### src/rtl/wb_uart_regs.sv
module wb_uart_regs #(
  parameter int DEPTH = 16
) (
  input  logic        clk_i,
  input  logic        rst_i,
  input  logic        wb_cyc_i,
  input  logic        wb_stb_i,
  input  logic        wb_we_i,
  input  logic [2:0]  wb_adr_i,
  input  logic [3:0]  wb_sel_i,
  input  logic [31:0] wb_dat_i,
  output logic [31:0] wb_dat_o,
  output logic        wb_ack_o,
  output logic [7:0]  tx_data_o,
  output logic        tx_valid_o,
  input  logic        tx_ready_i,
  input  logic [7:0]  rx_data_i,
  input  logic        rx_valid_i,
  output logic        rx_ready_o,
  output logic        irq_o
);
  localparam int PW = (DEPTH > 1) ? $clog2(DEPTH) : 1;
  localparam int CW = $clog2(DEPTH + 1);
  localparam logic [PW-1:0] LAST = PW'(DEPTH - 1);
  localparam logic [CW-1:0] FULL = CW'(DEPTH);

  logic [7:0]    tx_mem [DEPTH];
  logic [7:0]    rx_mem [DEPTH];
  logic [PW-1:0] tx_wp, tx_rp, rx_wp, rx_rp;
  logic [CW-1:0] tx_cnt, rx_cnt;
  logic          ack_q, fifo_en;
  logic [31:0]   rdat_q, rd_word;
  logic [3:0]    ier;
  logic [7:0]    lcr, dll, dlm;

  wire req    = wb_cyc_i & wb_stb_i & ~ack_q;
  wire page   = wb_adr_i[2];
  wire dlab   = lcr[7];
  wire wr0    = req & wb_we_i & ~page;
  wire rd0    = req & ~wb_we_i & ~page;
  wire thr_wr = wr0 & wb_sel_i[3] & ~dlab;
  wire rbr_rd = rd0 & wb_sel_i[3] & ~dlab;
  wire fcr_wr = wr0 & wb_sel_i[1];
  wire rx_flush = fcr_wr & wb_dat_i[9];
  wire tx_flush = fcr_wr & wb_dat_i[10];

  wire tx_empty = (tx_cnt == '0);
  wire tx_full  = (tx_cnt == FULL);
  wire rx_empty = (rx_cnt == '0);
  wire rx_full  = (rx_cnt == FULL);

  wire tx_push = thr_wr & ~tx_full;
  wire tx_pop  = tx_valid_o & tx_ready_i;
  wire rx_push = rx_valid_i & rx_ready_o;
  wire rx_pop  = rbr_rd & ~rx_empty;

  wire unused_ok = ^{wb_adr_i[1:0], wb_dat_i[23:20], wb_dat_i[15:11]};

  wire [7:0] lsr = {1'b0, tx_empty, tx_empty, 4'b0, ~rx_empty};
  wire [3:0] iid = (ier[0] & ~rx_empty) ? 4'h4 :
                   (ier[1] &  tx_empty) ? 4'h2 : 4'h1;
  wire [7:0] iir = {{2{fifo_en}}, 2'b00, iid};

  assign irq_o      = (iid != 4'h1);
  assign tx_valid_o = ~tx_empty;
  assign tx_data_o  = tx_mem[tx_rp];
  assign rx_ready_o = ~rx_full;
  assign wb_ack_o   = ack_q;
  assign wb_dat_o   = rdat_q;

  always_comb begin
    if (page)
      rd_word = {8'h00, wb_sel_i[2] ? lsr : 8'h00, 16'h0000};
    else
      rd_word = {wb_sel_i[3] ? (dlab ? dll : (rx_empty ? 8'h00 : rx_mem[rx_rp])) : 8'h00,
                 wb_sel_i[2] ? (dlab ? dlm : {4'h0, ier}) : 8'h00,
                 wb_sel_i[1] ? iir : 8'h00,
                 wb_sel_i[0] ? lcr : 8'h00};
  end

  always_ff @(posedge clk_i) begin
    if (rst_i) begin
      ack_q   <= 1'b0;
      rdat_q  <= '0;
      ier     <= '0;
      lcr     <= '0;
      dll     <= '0;
      dlm     <= '0;
      fifo_en <= 1'b0;
    end else begin
      ack_q  <= req;
      rdat_q <= (req & ~wb_we_i) ? rd_word : '0;
      if (wr0 & wb_sel_i[3] & dlab)  dll <= wb_dat_i[31:24];
      if (wr0 & wb_sel_i[2] & dlab)  dlm <= wb_dat_i[23:16];
      if (wr0 & wb_sel_i[2] & ~dlab) ier <= wb_dat_i[19:16];
      if (wr0 & wb_sel_i[0])         lcr <= wb_dat_i[7:0];
      if (fcr_wr)                    fifo_en <= wb_dat_i[8];
    end
  end

  always_ff @(posedge clk_i) begin
    if (tx_push) tx_mem[tx_wp] <= wb_dat_i[31:24];
    if (rx_push) rx_mem[rx_wp] <= rx_data_i;
  end

  always_ff @(posedge clk_i) begin
    if (rst_i || tx_flush) begin
      tx_wp  <= '0;
      tx_rp  <= '0;
      tx_cnt <= '0;
    end else begin
      if (tx_push) tx_wp <= (tx_wp == LAST) ? '0 : tx_wp + 1'b1;
      if (tx_pop)  tx_rp <= (tx_rp == LAST) ? '0 : tx_rp + 1'b1;
      tx_cnt <= tx_cnt + CW'(tx_push) - CW'(tx_pop);
    end
  end

  always_ff @(posedge clk_i) begin
    if (rst_i || rx_flush) begin
      rx_wp  <= '0;
      rx_rp  <= '0;
      rx_cnt <= '0;
    end else begin
      if (rx_push) rx_wp <= (rx_wp == LAST) ? '0 : rx_wp + 1'b1;
      if (rx_pop)  rx_rp <= (rx_rp == LAST) ? '0 : rx_rp + 1'b1;
      rx_cnt <= rx_cnt + CW'(rx_push) - CW'(rx_pop);
    end
  end

  assert_ack_next_R1: assert property (@(posedge clk_i) disable iff (rst_i)
    req |=> wb_ack_o);
  assert_ack_pulse_R1: assert property (@(posedge clk_i) disable iff (rst_i)
    wb_ack_o |=> !wb_ack_o);
  assert_rx_seen_R4: assert property (@(posedge clk_i) disable iff (rst_i)
    (rx_push & ~rx_flush) |=> (lsr[0] && !rx_empty));
  assert_thr_visible_R9: assert property (@(posedge clk_i) disable iff (rst_i)
    (thr_wr & tx_empty & ~tx_flush) |=> tx_valid_o);
  assert_no_overflow_R11: assert property (@(posedge clk_i) disable iff (rst_i)
    (tx_cnt <= FULL) && (rx_cnt <= FULL));
  assert_tx_hold_R13: assert property (@(posedge clk_i) disable iff (rst_i)
    (tx_valid_o & ~tx_ready_i & ~tx_flush) |=> (tx_valid_o && $stable(tx_data_o)));
endmodule

### config.mk
export PLATFORM = sky130hd
export DESIGN_NAME = wb_uart_regs
export DESIGN_NICKNAME = d
export VERILOG_FILES = /design/src/rtl/wb_uart_regs.sv
export SDC_FILE = /design/constraint.sdc
export NUM_CORES = 1
export LEC_CHECK = 0
export ABC_AREA = 0
export BUFFER_PORTS_ARGS = -buffer_cell sky130_fd_sc_hd__buf_2
export CAP_MARGIN = 20
export CORE_MARGIN = 5
export CORE_UTILIZATION = 60
export CTS_CLUSTER_DIAMETER = 30
export CTS_CLUSTER_SIZE = 10
export DETAILED_ROUTE_END_ITERATION = 7
export MAX_ROUTING_LAYER = met4
export PLACE_DENSITY = 0.79
export RECOVER_POWER = 100
export SYNTH_ARGS = -nofsm -noshare
export SYNTH_HDL_FRONTEND = slang
export SYNTH_SLANG_ARGS = --single-unit
### constraint.sdc
create_clock -name clk_i -period 3.8 [get_ports clk_i]
set_input_delay 0.57 -clock clk_i [delete_from_list [all_inputs] [get_ports clk_i]]
set_output_delay 0.57 -clock clk_i [all_outputs]
set_load 0.01 [all_outputs]
# Word-level counts from Yosys, hierarchy flattened
# Memory sizes are Yosys's and may differ from the RTL's. A register that Yosys moved wholly into a read port is not among the register bits.
# Index checks and enable logic that the tools add are counted.
classes:
  add_sub_neg: 8
  n_mul: 0
  div: 0
  order_cmp: 0
  n_eq_ne: 7
  shift: 0
  mux: 22
  n_bitwise: 36
  reduce_logical: 9
op_table:
  columns: ["cell", "count"]
  rows:
  - ["8-bit two-way mux", 6]
  - ["4-bit two-way mux", 8]
  - ["1-bit bitwise AND", 24]
  - ["24-bit two-way mux", 1]
  - ["4-bit by 1-bit adder with 4-bit output (second input constant)", 4]
  - ["4-bit == test (second input constant)", 4]
  - ["1-bit NOT", 12]
  - ["4-bit OR reduction", 3]
  - ["5-bit by 1-bit adder with 5-bit output", 2]
  - ["5-bit == test (second input constant)", 2]
  - ["5-bit logical NOT", 2]
  - ["5-bit by 1-bit subtractor with 5-bit output", 2]
  - ["7-bit two-way mux", 1]
  - ["1-bit two-way mux", 4]
  - ["3-bit two-way mux", 1]
  - ["3-bit by 1-bit inequality test with 1-bit output (second input constant)", 1]
  - ["3-bit OR reduction", 1]
  - ["1-bit logical OR", 2]
  - ["2-bit two-way mux", 1]
  - ["2-bit OR reduction", 1]
word_totals:
  register_bits: 87
  latchBits: 0
  ramBits: 256
  rom_bits: 0
  in_bits: 54
  output_inout_bits: 44
  elab_cells: 101
  memories: 2
mem_list:
  columns: ["name", "depth", "word_bits", "rd", "rd_ports_with_merged_regs", "wr", "line", "rtl"]
  rows:
  - ["rx_mem", 16, 8, 1, 1, 1, "28", "logic [7:0] rx_mem [DEPTH];"]
  - ["tx_mem", 16, 8, 1, 1, 1, "27", "logic [7:0] tx_mem [DEPTH];"]

# Longest topological paths before layout
depth:
  depth_word: 9
  mapped_depth: 14
  depth_no_buf: 13

# Least setup slack after synthesis
# Ideal clock, no wire load.
synth_timing:
  kind: "flip-flop to flip-flop"
  from: "register tx_cnt[3]"
  to: "register tx_cnt[4]"
  setup_ps: 70
  t_arrival_ps: 2854
  required_ps: 3730
  slack_ps: 876
  stages_incl_launch_ff: 15
  path_buffers: 1
  synth_period_minus_slack_ps: 2924
  path_cell_list: "dfxtp_1 > inv_1 > ha_1 > nor4b_1 > inv_1 > and2_1 > buf_2 > ha_1 > inv_1 > ha_1 > fa_1 > a21oi_1 > nor2_1 > or3_1 > a21oi_1"
synth_via:
  elab_cells_between_ends: 8
  classes_between: "add/sub (2); eq/ne (1); bitwise (4); reduce/logical (1)"
synth_rtl:
  columns: ["element", "line", "rtl"]
  rows:
  - ["start, declared", "30", "logic [CW-1:0] tx_cnt, rx_cnt;"]
  - ["start signal, assigned", "114", "tx_cnt <= tx_cnt + CW'(tx_push) - CW'(tx_pop);"]
  - ["5-bit logical NOT", "47", "wire tx_empty = (tx_cnt == '0);"]
  - ["1-bit NOT", "65", "assign tx_valid_o = ~tx_empty;"]
  - ["net tx_valid_o", "15", "output logic tx_valid_o,"]
  - ["1-bit bitwise AND", "53", "wire tx_pop = tx_valid_o & tx_ready_i;"]
  - ["net tx_pop", "53", null]
  - ["5-bit by 1-bit subtractor with 5-bit output", "114", null]
# The timed path passes the listed nets, and every way through them passes these cells.
# A chain may end at the register's enable or synchronous reset.

# Worst setup path in the final report
layout_timing:
  from: "register tx_cnt[3]"
  to: "register tx_cnt[4]"
layout_via:
  elab_chain_cells: 5
  elab_cells_between_ends: 8
  classes_between: "add/sub (2); eq/ne (1); bitwise (4); reduce/logical (1)"
layout_lines:
  columns: ["element", "line", "rtl"]
  rows:
  - ["5-bit == test", "48", "wire tx_full = (tx_cnt == FULL);"]
  - ["1-bit NOT", "52", "wire tx_push = thr_wr & ~tx_full;"]
  - ["1-bit bitwise AND", "52", null]
  - ["5-bit by 1-bit adder with 5-bit output", "114", null]
  - ["5-bit by 1-bit subtractor with 5-bit output *", "114", null]
# Mark *: on every way between the ends. The rest lies on a longest branch, timed or not.

==> key figures <==
Outcome
  – Status: finished clean

Die
  – I/O pin count: 98
  – Core Area: 0.0225 sq mm
  – Die H: roughly 160 um
  – Starting Density: around three fifths
  – Area of the die: 0.0258 sq mm
  – Die width: 161 um
  – Site Rows: 55

Clock network
  – Post-CTS Repair Setup Buffers: 0
  – CTS H-tree depth: 2
  – TritonCTS buffer count: 54
  – CTS Sinks: 348
  – CTS Hold Bufs: 0
  – Root Driver: clkbuf_16
  – Clock latency at the later pin of the worst-skew pair: 0.55 ns
  – Clock slew at reported path FFs: around 0.05 ns
  – CTS tree: built
  – Post-CTS resize count: 0
  – Clock Tree Buf Depth: 3

Logic synthesis
  – EDFF count, synth: 256
  – Most used DFF post-synth: edfxtp_1
  – Register area share after synthesis: 70.0%
  – Synth top area cells: edfxtp_1 (56%), dfxtp_1 (14%), mux4_2 (9.4%)
  – Compound-Gate Fraction of Synth Area: 2.40%
  – Syn. warnings: 0
  – Area share of xor/xnor cells in the synthesized design: 0.579%
  – Mean Syn Cell Area: 17.3 sq um
  – Post-Synth Simple-Gate Area: 6.41%
  – Top cell type's share of synthesized area: between 50% and 60%
  – Seq cells post-synth: 348
  – Cells after Synth: 788
  – Synth Cell Area: 0.0136 sq mm
  – Distinct cells, synth: 56
  – Largest family of logic cells by synthesized area: multiplexers
  – Synth Area in Adders: under 10%
  – Synth area leader: edfxtp_1
  – Post-synthesis mux area share: 16.1%
  – FFs w/ async S/R, synth: 0%

Worst setup path
  – Max FO, Critical Path: 5
  – Terminus of the critical flop-to-flop path: tx_cnt[4]
  – CP Launch Type: flop
  – Critical Path End: tx_cnt[4]
  – R2R depth: 13
  – WS Path Type: reg -> reg
  – Arr. time, crit path: 3.81 ns
  – R2r setup slk: between 0.4 and 0.5 ns
  – Critical Path RT: about 4.3 ns
  – Crit. End Element: flop
  – Critical Path Source: tx_cnt[3]
  – Worst reg2reg startpoint: tx_cnt[3]

Global routing
  – Number of global-route vias before repair: 7584
  – Initial antenna violation count: 1
  – Global-route wire length before repair: 44.4 mm
  – Largest net degree at the start of global routing: 33
  – Grt total ovfl: 0
  – Tot GR Track Use: between 20% and 30%

Placed design
  – HPWL after DPL: 17.2 mm
  – Pre-CTS WS: ~0.53 ns
  – I/O Buffers: 87
  – Placed cell area: 0.0144 sq mm
  – Placed Cells: 1145
  – RePlAce Congestion: 0.806

Hold path
  – Depth of the worst hold-timing path: 3
  – Worst hold-check path type: in -> reg

Route
  – Via Count: 7323
  – WL/cell: 23.0 um
  – WL met2: about 15 mm
  – Post-Route WL: about 29 mm
  – Starting DRT DRC Count: 626
  – M1 WL: 11.4 mm
  – Routed wl met3: ~1.5 mm
  – Max layer used: met4
  – DR DRC count: 0
  – TritonRoute pass-1 iters: 5
  – Final ANT Viol Nets: 0
  – Via-to-Cell Ratio: 5.87

STA
  – RSZ-0062 raised after global routing: false
  – Period minus WS final: between 3 and 4 ns
  – Max Freq: 298 MHz
  – Final Cycle Share: 88.4%
  – Setup WS post-layout: 0.442 ns
  – Setup-failing EPs final: 0
  – WHS: 0.264 ns
  – Setup Skew: 0.0286 ns
  – Worst Tran Pin Value: 1.34 ns
  – Worst slew margin: 9.68%
  – Final-report hold violation count: 0
  – Final TNS setup: 0 ns
  – Final Max Tran Viols: 0

Power and ir drop
  – PwrDens: 632 mW/mm^2
  – Pwr Total: 10.2 mW
  – Leakage Power: 5.62 nW
  – Maximum VDD drop: 0.000490 V

Layout
  – Layout Nets: 993
  – Fill cells: 1385
  – Non-filler instance count after layout: 1247
  – Multi-input gate area: approximately 0.0038 sq mm
  – Fin area: ~0.016 sq mm
  – Ratio of cells with drive above 1 in the final layout: roughly a fifth
  – Core Util, Final: 71.5%
  – Synth-to-layout area growth: 18.1%
  – Reg area: 0.00953 sq mm

Run
  – Max_cap viols: 0
==> cell families after synthesis <==
logic type | Yosys count
flip-flops | 348
adder cells (fa/ha/maj) | 23
other | 1
AO/OA/AOI/OAI | 51
buffers and inverters | 60
AND/OR/NAND/NOR | 172
multiplexers | 124
XOR/XNOR | 9
==> sequential cells by signal (all words and copies together) (netlist names), named ones only <==
| name | flops |
|---|---|
| rx_mem | 128 |
| tx_mem | 128 |
| wb_dat_o | 28 |
| dll | 8 |
| dlm | 8 |
| lcr | 8 |
| rx_cnt | 5 |
| tx_cnt | 5 |
| ier | 4 |
| rx_rp | 4 |
| rx_wp | 4 |
| tx_rp | 4 |
| tx_wp | 4 |
| fifo_en | 1 |
| wb_ack_o | 1 |
==> power by group <==
part	leakage [nW]	switching [mW]	internal, mW
sequential	3.05	0.0872	4.18
combinational	1.65	0.494	0.453
clock	0.911	1.68	3.27
total	5.62	2.26	7.90
==> critical path, stage by stage, from the launching register on <==
cell and delay (ns):
dfxtp_1 0.31, inv_1 0.07, ha_1 0.17, nor4b_1 0.60, inv_1 0.15, and2_0 0.31, ha_1 0.33, inv_1 0.04
ha_1 0.19, fa_1 0.40, a21oi_1 0.16, nor2_1 0.06, or3_1 0.34, a21oi_1 0.14
==> synthesized netlist by cell type, drive strengths merged, types with 5 or more instances <==
cell type	number
mux2i	52
dfxtp	92
nand2	30
o21ai	10
nand2b	5
nand3	8
mux4	72
nor3	13
edfxtp	256
a2bb2oi	6
buf	29
ha	21
clkbuf	12
nor2	77
and3	12
a21oi	21
inv	19
xor2	5
==> cell type report <==
type	instances	share of cell area, %
tap	285	2.22
timing repair buffer	111	3.07
multi-input combinational	382	23.4
clock buffer	78	9.72
antenna	1	0.0156
sequential	348	59.3
inverter	19	0.443
clock inverter	23	1.89
==> worst min path at each step <==
stage | from | endpoint | slack (ns)
finish | wb_dat_i[20] | dlm[4] | 0.26
global route | wb_dat_i[23] | dlm[7] | 0.26
CTS | wb_dat_i[20] | dlm[4] | 0.25
detailed placement | dlm[6] | wb_dat_o[22] | 0.46
global placement | dlm[5] | wb_dat_o[21] | 0.46
floorplan | dll[2] | wb_dat_o[26] | 0.43
==> layer usage <==
layer  global-route usage, %  up-vias
met5                       -        -
met1                    28.9     3710
met3                    3.90       45
li1                        -     3325
met2                    39.6      243
met4                    6.37        0
==> cell usage in the layout (no fill, tap or decap), types with 13 or more instances in the layout <==
cell type,instances
mux4_1,15
nor2_1,77
buf_2,31
mux2i_1,52
dfxtp_1,90
a21oi_1,21
mux4_2,57
clkbuf_1,87
clkbuf_16,56
nor3_1,13
nand2_1,30
ha_1,21
edfxtp_1,256
inv_1,19
Note: power is estimated with default switching activity, not from simulation.
